**src/rtl/pt_walk_pkg.sv**
```systemverilog
package pt_walk_pkg;
    parameter int VA_W      = 32;
    parameter int PA_W      = 40;
    parameter int PAGE_BITS = 12;
    parameter int IDX_W     = 10;
    parameter int ENTRY_W   = 32;

    localparam int PAGE_NUM_W = VA_W - PAGE_BITS;
    localparam int PA_PAGE_W  = PA_W - PAGE_BITS;
    localparam int HI_W       = PA_W - VA_W;
    localparam int L1_LSB     = PAGE_BITS + IDX_W;
    localparam int BIT_PRES   = 0;
    localparam int BIT_EXC    = 1;
    localparam int BIT_WR     = 2;
    localparam int HI_LSB     = 4;

    typedef enum logic [2:0] {
        ST_IDLE, ST_L1_REQ, ST_L1_WAIT, ST_L2_REQ, ST_L2_WAIT, ST_RESP
    } walk_state_e;

    typedef enum logic [1:0] {
        CAUSE_NONE       = 2'd0,
        CAUSE_L1_ABSENT  = 2'd1,
        CAUSE_L2_ABSENT  = 2'd2,
        CAUSE_WRITE_PROT = 2'd3
    } fault_cause_e;

    typedef struct packed {
        walk_state_e             st;
        logic [VA_W-1:0]         va;
        logic                    wr;
        logic [PAGE_NUM_W-1:0]   l2_page;
        logic [PA_W-1:0]         pa;
        logic                    fault;
        fault_cause_e            cause;
    } walk_regs_t;
endpackage

```
**src/rtl/pt_entry_dec.sv**
```systemverilog
module pt_entry_dec
    import pt_walk_pkg::*;
(
    input  logic [ENTRY_W-1:0]    entry,
    output logic                  usable,
    output logic                  writable,
    output logic [PAGE_NUM_W-1:0] page,
    output logic [HI_W-1:0]       pa_hi
);
    logic unused_entry_bit;

    // usable only when present and not flagged as an exception
    assign usable           = entry[BIT_PRES] & ~entry[BIT_EXC];
    assign writable         = entry[BIT_WR];
    assign page             = entry[ENTRY_W-1:PAGE_BITS];
    assign pa_hi            = entry[HI_LSB +: HI_W];
    assign unused_entry_bit = entry[3];
endmodule

```
**src/rtl/pt_addr_gen.sv**
```systemverilog
module pt_addr_gen #(
    parameter int BASE_W = 20,
    parameter int IDX_W  = 10,
    parameter int ADDR_W = 32
) (
    input  logic [BASE_W-1:0] base_page,
    input  logic [IDX_W-1:0]  index,
    output logic [ADDR_W-1:0] addr
);
    localparam int ALIGN_W = ADDR_W - BASE_W - IDX_W;

    // tables are page aligned and index*4 stays within one page
    assign addr = {base_page, index, {ALIGN_W{1'b0}}};
endmodule

```
**src/rtl/pt_walker.sv**
```systemverilog
module pt_walker
    import pt_walk_pkg::*;
(
    input  logic                  clk,
    input  logic                  rst_n,
    input  logic                  xlate_en,
    input  logic [PAGE_NUM_W-1:0] root_page,
    input  logic [PA_PAGE_W-1:0]  safe_page,
    input  logic                  req_valid,
    output logic                  req_ready,
    input  logic [VA_W-1:0]       req_vaddr,
    input  logic                  req_write,
    output logic                  mem_rd_valid,
    input  logic                  mem_rd_ready,
    output logic [VA_W-1:0]       mem_rd_addr,
    input  logic                  mem_rsp_valid,
    input  logic [ENTRY_W-1:0]    mem_rsp_data,
    output logic                  rsp_valid,
    input  logic                  rsp_ready,
    output logic [PA_W-1:0]       rsp_paddr,
    output logic                  rsp_fault,
    output logic [1:0]            rsp_cause,
    output logic [VA_W-1:0]       rsp_fault_va
);
    walk_regs_t q, d;

    logic [VA_W-1:0]       l1_addr, l2_addr;
    logic                  ent_usable, ent_writable;
    logic [PAGE_NUM_W-1:0] ent_page;
    logic [HI_W-1:0]       ent_hi;

    pt_addr_gen #(.BASE_W(PAGE_NUM_W), .IDX_W(IDX_W), .ADDR_W(VA_W)) i_l1_addr (
        .base_page (root_page),
        .index     (q.va[VA_W-1:L1_LSB]),
        .addr      (l1_addr)
    );

    pt_addr_gen #(.BASE_W(PAGE_NUM_W), .IDX_W(IDX_W), .ADDR_W(VA_W)) i_l2_addr (
        .base_page (q.l2_page),
        .index     (q.va[L1_LSB-1:PAGE_BITS]),
        .addr      (l2_addr)
    );

    pt_entry_dec i_dec (
        .entry    (mem_rsp_data),
        .usable   (ent_usable),
        .writable (ent_writable),
        .page     (ent_page),
        .pa_hi    (ent_hi)
    );

    always_comb begin
        d = q;
        unique case (q.st)
            ST_IDLE: begin
                if (req_valid) begin
                    d.va    = req_vaddr;
                    d.wr    = req_write;
                    d.fault = 1'b0;
                    d.cause = CAUSE_NONE;
                    if (xlate_en) begin
                        d.st = ST_L1_REQ;
                    end else begin
                        d.pa = {{HI_W{1'b0}}, req_vaddr};
                        d.st = ST_RESP;
                    end
                end
            end
            ST_L1_REQ: if (mem_rd_ready) d.st = ST_L1_WAIT;
            ST_L1_WAIT: begin
                if (mem_rsp_valid) begin
                    if (ent_usable) begin
                        d.l2_page = ent_page;
                        d.st      = ST_L2_REQ;
                    end else begin
                        d.fault = 1'b1;
                        d.cause = CAUSE_L1_ABSENT;
                        d.pa    = {safe_page, q.va[PAGE_BITS-1:0]};
                        d.st    = ST_RESP;
                    end
                end
            end
            ST_L2_REQ: if (mem_rd_ready) d.st = ST_L2_WAIT;
            ST_L2_WAIT: begin
                if (mem_rsp_valid) begin
                    d.st = ST_RESP;
                    if (!ent_usable) begin
                        d.fault = 1'b1;
                        d.cause = CAUSE_L2_ABSENT;
                        d.pa    = {safe_page, q.va[PAGE_BITS-1:0]};
                    end else if (q.wr && !ent_writable) begin
                        d.fault = 1'b1;
                        d.cause = CAUSE_WRITE_PROT;
                        d.pa    = {safe_page, q.va[PAGE_BITS-1:0]};
                    end else begin
                        d.pa = {ent_hi, ent_page, q.va[PAGE_BITS-1:0]};
                    end
                end
            end
            ST_RESP: if (rsp_ready) d.st = ST_IDLE;
            default: d.st = ST_IDLE;
        endcase
    end

    always_ff @(posedge clk or negedge rst_n) begin
        if (!rst_n) begin
            q <= '{st: ST_IDLE, cause: CAUSE_NONE, default: '0};
        end else begin
            q <= d;
        end
    end

    assign req_ready    = (q.st == ST_IDLE);
    assign mem_rd_valid = (q.st == ST_L1_REQ) || (q.st == ST_L2_REQ);
    assign mem_rd_addr  = (q.st == ST_L2_REQ) ? l2_addr : l1_addr;
    assign rsp_valid    = (q.st == ST_RESP);
    assign rsp_paddr    = q.pa;
    assign rsp_fault    = q.fault;
    assign rsp_cause    = q.cause;
    assign rsp_fault_va = q.va;
endmodule

```
**config.mk**
```make
export PLATFORM = sky130hd
export DESIGN_NAME = pt_walker
export DESIGN_NICKNAME = d
export VERILOG_FILES = /design/src/rtl/pt_walk_pkg.sv /design/src/rtl/pt_entry_dec.sv /design/src/rtl/pt_addr_gen.sv /design/src/rtl/pt_walker.sv
export SDC_FILE = /design/constraint.sdc
export NUM_CORES = 1
export LEC_CHECK = 0
export CORE_MARGIN = 2
export CORE_UTILIZATION = 25
export CTS_BUF_LIST = sky130_fd_sc_hd__clkbuf_4 sky130_fd_sc_hd__clkbuf_8 sky130_fd_sc_hd__clkbuf_16
export DETAILED_ROUTE_END_ITERATION = 8
export GPL_TIMING_DRIVEN = 0
export PLACE_DENSITY = 0.48
export SLEW_MARGIN = 20
export SYNTH_ARGS = -nofsm -noshare
export SYNTH_HDL_FRONTEND = slang
export SYNTH_SLANG_ARGS = --single-unit
```
**constraint.sdc**
```tcl
create_clock -name clk -period 3.4 [get_ports clk]
set_input_delay 0.68 -clock clk [delete_from_list [all_inputs] [get_ports clk]]
set_output_delay 0.68 -clock clk [all_outputs]
set_load 0.01 [all_outputs]
```
==> run_results.csv <==
group,metric,value,unit
status,run_status,"completed",
clock_tree,holdBufCountCts,0,
drt,wl,20000,um
global_route,antenna_found_initial,2,
synth,yosys.cell_types.count,38,
drt,drtIter0Drc,160,
timing,finalSetupViolCount,0,
layout,num-fill-cells,2161,
synth,synth_area_leaders,"dfrtp_1, mux2_2, buf_4",
power_and_ir_drop,totalPowerFinal,7.38,mW
global_route,grt_pass1_wl,30200,um
worst_hold_path,hp-class,"in2async",
placement,place.gp.congestion,0.878,
placement,pre_cts_ws,0.357,ns
layout,final_area,0.00865,sq mm
critical_path,crit_family,"buffers and inverters",
synth,synth_area,0.00569,sq mm
drt,detail-route-antenna-nets,0,
synth,synth_top_cell_area_share,43.5,%
placement,dp_hpwl,15100,um
drt,vias,4706,
placement,dpl_cell_area,0.00834,sq mm
die,start_util,25.3,%
critical_path,crit_arrival,2.42,ns
power_and_ir_drop,p_leak,3.69,nW
global_route,grt_pass1_vias,5065,
layout,multi_input_area,0.00237,sq mm
die,rows,55,
timing,finalCritPeriodShare,91.2,%
critical_path,r2r.worst_path.cells,6,
critical_path,cp_slowest_cell,"clkdlybuf4s50_1",
synth,avgSynthCellArea,11.7,sq um
critical_path,path_cells,"and2b_1 > nand2_1 > clkbuf_2 > mux2_2 > clkdlybuf4s50_1",
synth,yosys-top-cells-count,"mux2_2, dfrtp_1, buf_4",
clock_tree,cts_tree,"done",
global_route,grt_overflow,0,
layout,regArea,0.00248,sq mm
synth,ys_seq_area_share,43.5,%
placement,post-place-cells,998,
timing,setup_ws,0.300,ns
power_and_ir_drop,irDropWorstVdd,0.000434,V
timing,relSlewSlack,54.3,%
timing,period_needed,3.10,ns
timing,tightest_slew,0.686,ns
drt,drc,0,
clock_tree,clock_latency,0.35,ns
layout,layout-drive-gt1-share,33.1,%
critical_path,r2r-start,"q[98]",
clock_tree,clkTransAtPathRegs,0.07,ns
synth,postSynthCellCount,485,
critical_path,cp-endpoint,"mem_rd_addr[11]",
timing,rsz0062_at_grt,"false",
critical_path,worstSetupPathType,"reg2out",
clock_tree,clockBufferDepth,2,
synth,synth_ff_type,"dfrtp_1",
synth,yosysMostFrequentCell,"mux2_2",
critical_path,start_kind,"flip-flop",
die,core_area,0.0225,sq mm
clock_tree,htreeDepth,3,
die,die_h,155,um
synth,ys_ff_latch,99,
critical_path,path_buf_inv,2,
timing,maxSlewViolCount,0,
global_route,grt_max_degree,59,
critical_path,startpoint,"q[97]",
clock_tree,numClockSinks,99,
drt,vias_per_cell,4.64,
timing,finalHoldViolCount,0,
critical_path,reg2reg_to,"rsp_paddr[13]",
critical_path,r2r_slack,1.18,ns
layout,nNetsFinal,844,
critical_path,worst-path-stages,5,
die,die_w,155,um
die,die_area,0.0240,sq mm
placement,numPortBuffers,226,
global_route,grt_use_total,16.6,%
timing,finClkSkew,0.00859,ns
layout,syn2layout_area_growth,52.1,%
synth,synth-edff-count,0,
synth,synth_top_area_cell,"dfrtp_1",
clock_tree,cts_buffers,9,
timing,max_freq,323,MHz
critical_path,end_kind,"primary output",
drt,wire_per_inst,19.7,um
power_and_ir_drop,p_per_area,853,mW/mm^2
drt,firstDrtPassIters,5,
synth,async_flop_share,100,%
clock_tree,post_cts_buffers,0,
critical_path,crit_fanout,10,
die,pin_count,230,
critical_path,worstPathRequired,2.72,ns
flow_run,drv_cap,0,
synth,ys_warn_count,0,
critical_path,max_stage_delay,0.51,ns
clock_tree,clockRootBuffer,"clkbuf_16",
layout,instances_no_fill,1015,
-- worst reg2reg max path, delay by kind of cell, from the launching register on --
family                 cells  cell delay [ns]
buffers and inverters      2             0.74
AND/OR/NAND/NOR            2             0.50
AO/OA/AOI/OAI              2             0.43
flip-flops                 1             0.39
-- cell type report --
type | count | share of cell area (%)
Clock inverter | 5 | 0.708
Antenna cell | 1 | 0.0289
Sequential cell | 99 | 28.6
Clock buffer | 11 | 2.85
Buffer | 109 | 8.73
Tap cell | 285 | 4.12
Multi-Input combinational cell | 254 | 27.4
Timing Repair Buffer | 227 | 26.5
Inverter | 24 | 1.04
-- timing repair --
action / in CTS / in global routing
setup endpoints to repair: 5 / 20
pin swaps: 0 / 0
endpoints found under the hold margin: 0 / 0
resized for setup: 1 / 4
-- per-stage QoR --
| step | utilization (%) | hold slack [ns] | TNS, ns |
|---|---|---|---|
| floorplan | - | 0.384 | 0 |
| global placement | 36.9 | 0.468 | -255.23 |
| detailed placement | 37.1 | 0.476 | 0 |
| CTS | 38.4 | 0.310 | 0 |
| global route | 38.4 | 0.342 | 0 |
| finish | 38.5 | 0.290 | 0 |
-- where the power goes --
| group | internal (mW) | switching (mW) | total [mW] |
|---|---|---|---|
| Sequential | 1.73 | 0.375 | 2.11 |
| Clock | 0.603 | 0.487 | 1.09 |
| Combinational | 2.49 | 1.70 | 4.18 |
| Total | 4.82 | 2.56 | 7.38 |
-- layout by cell type (no fill, tap or decap), types with 9 or more instances in the layout --
master,n
a32oi_1,20
mux2_1,9
inv_1,24
buf_4,80
clkdlybuf4s50_1,225
clkbuf_1,12
o21ai_0,23
nand2_1,15
clkbuf_16,9
a211oi_1,9
a221oi_1,10
dfrtp_1,99
buf_2,10
a221oi_2,10
mux2_2,100
-- sequential cells by signal, indices dropped and copies added (netlist names) --
register	cells
rsp_paddr	40
rsp_fault_va	32
q	24
rsp_cause	2
rsp_fault	1
-- cell families (layout without fill, tap and decap cells) --
logic type             after synthesis  in the layout  synth area share (%)
multiplexers                       118            118                  23.9
AND/OR/NAND/NOR                     36             36                  3.58
buffers and inverters              133            376                  14.8
AO/OA/AOI/OAI                       98             98                  14.1
other                                1              3                0.0659
flip-flops                          99             99                  43.5
-- metal layers --
| layer | share of wire (%) | global-route usage [%] |
|---|---|---|
| met5 | 0.065 | 0 |
| met1 | 43 | 20.4 |
| met3 | 8.6 | 5.01 |
| met4 | 1.5 | 5.25 |
| met2 | 47 | 27.8 |
-- worst min-delay path by stage --
stage | startpoint | endpoint | slack (ns) | cells after the start
2_1_floorplan | rst_n | q[43] | 0.38 | 0
3_3_place_gp | q[57] | q[57] | 0.47 | 1
3_5_place_dp | q[57] | q[57] | 0.48 | 1
4_1_cts | rst_n | q[55] | 0.31 | 1
5_1_grt | rst_n | q[55] | 0.34 | 1
6_report | rst_n | q[55] | 0.29 | 1
No activity file was read; power rests on OpenSTA's default activity.
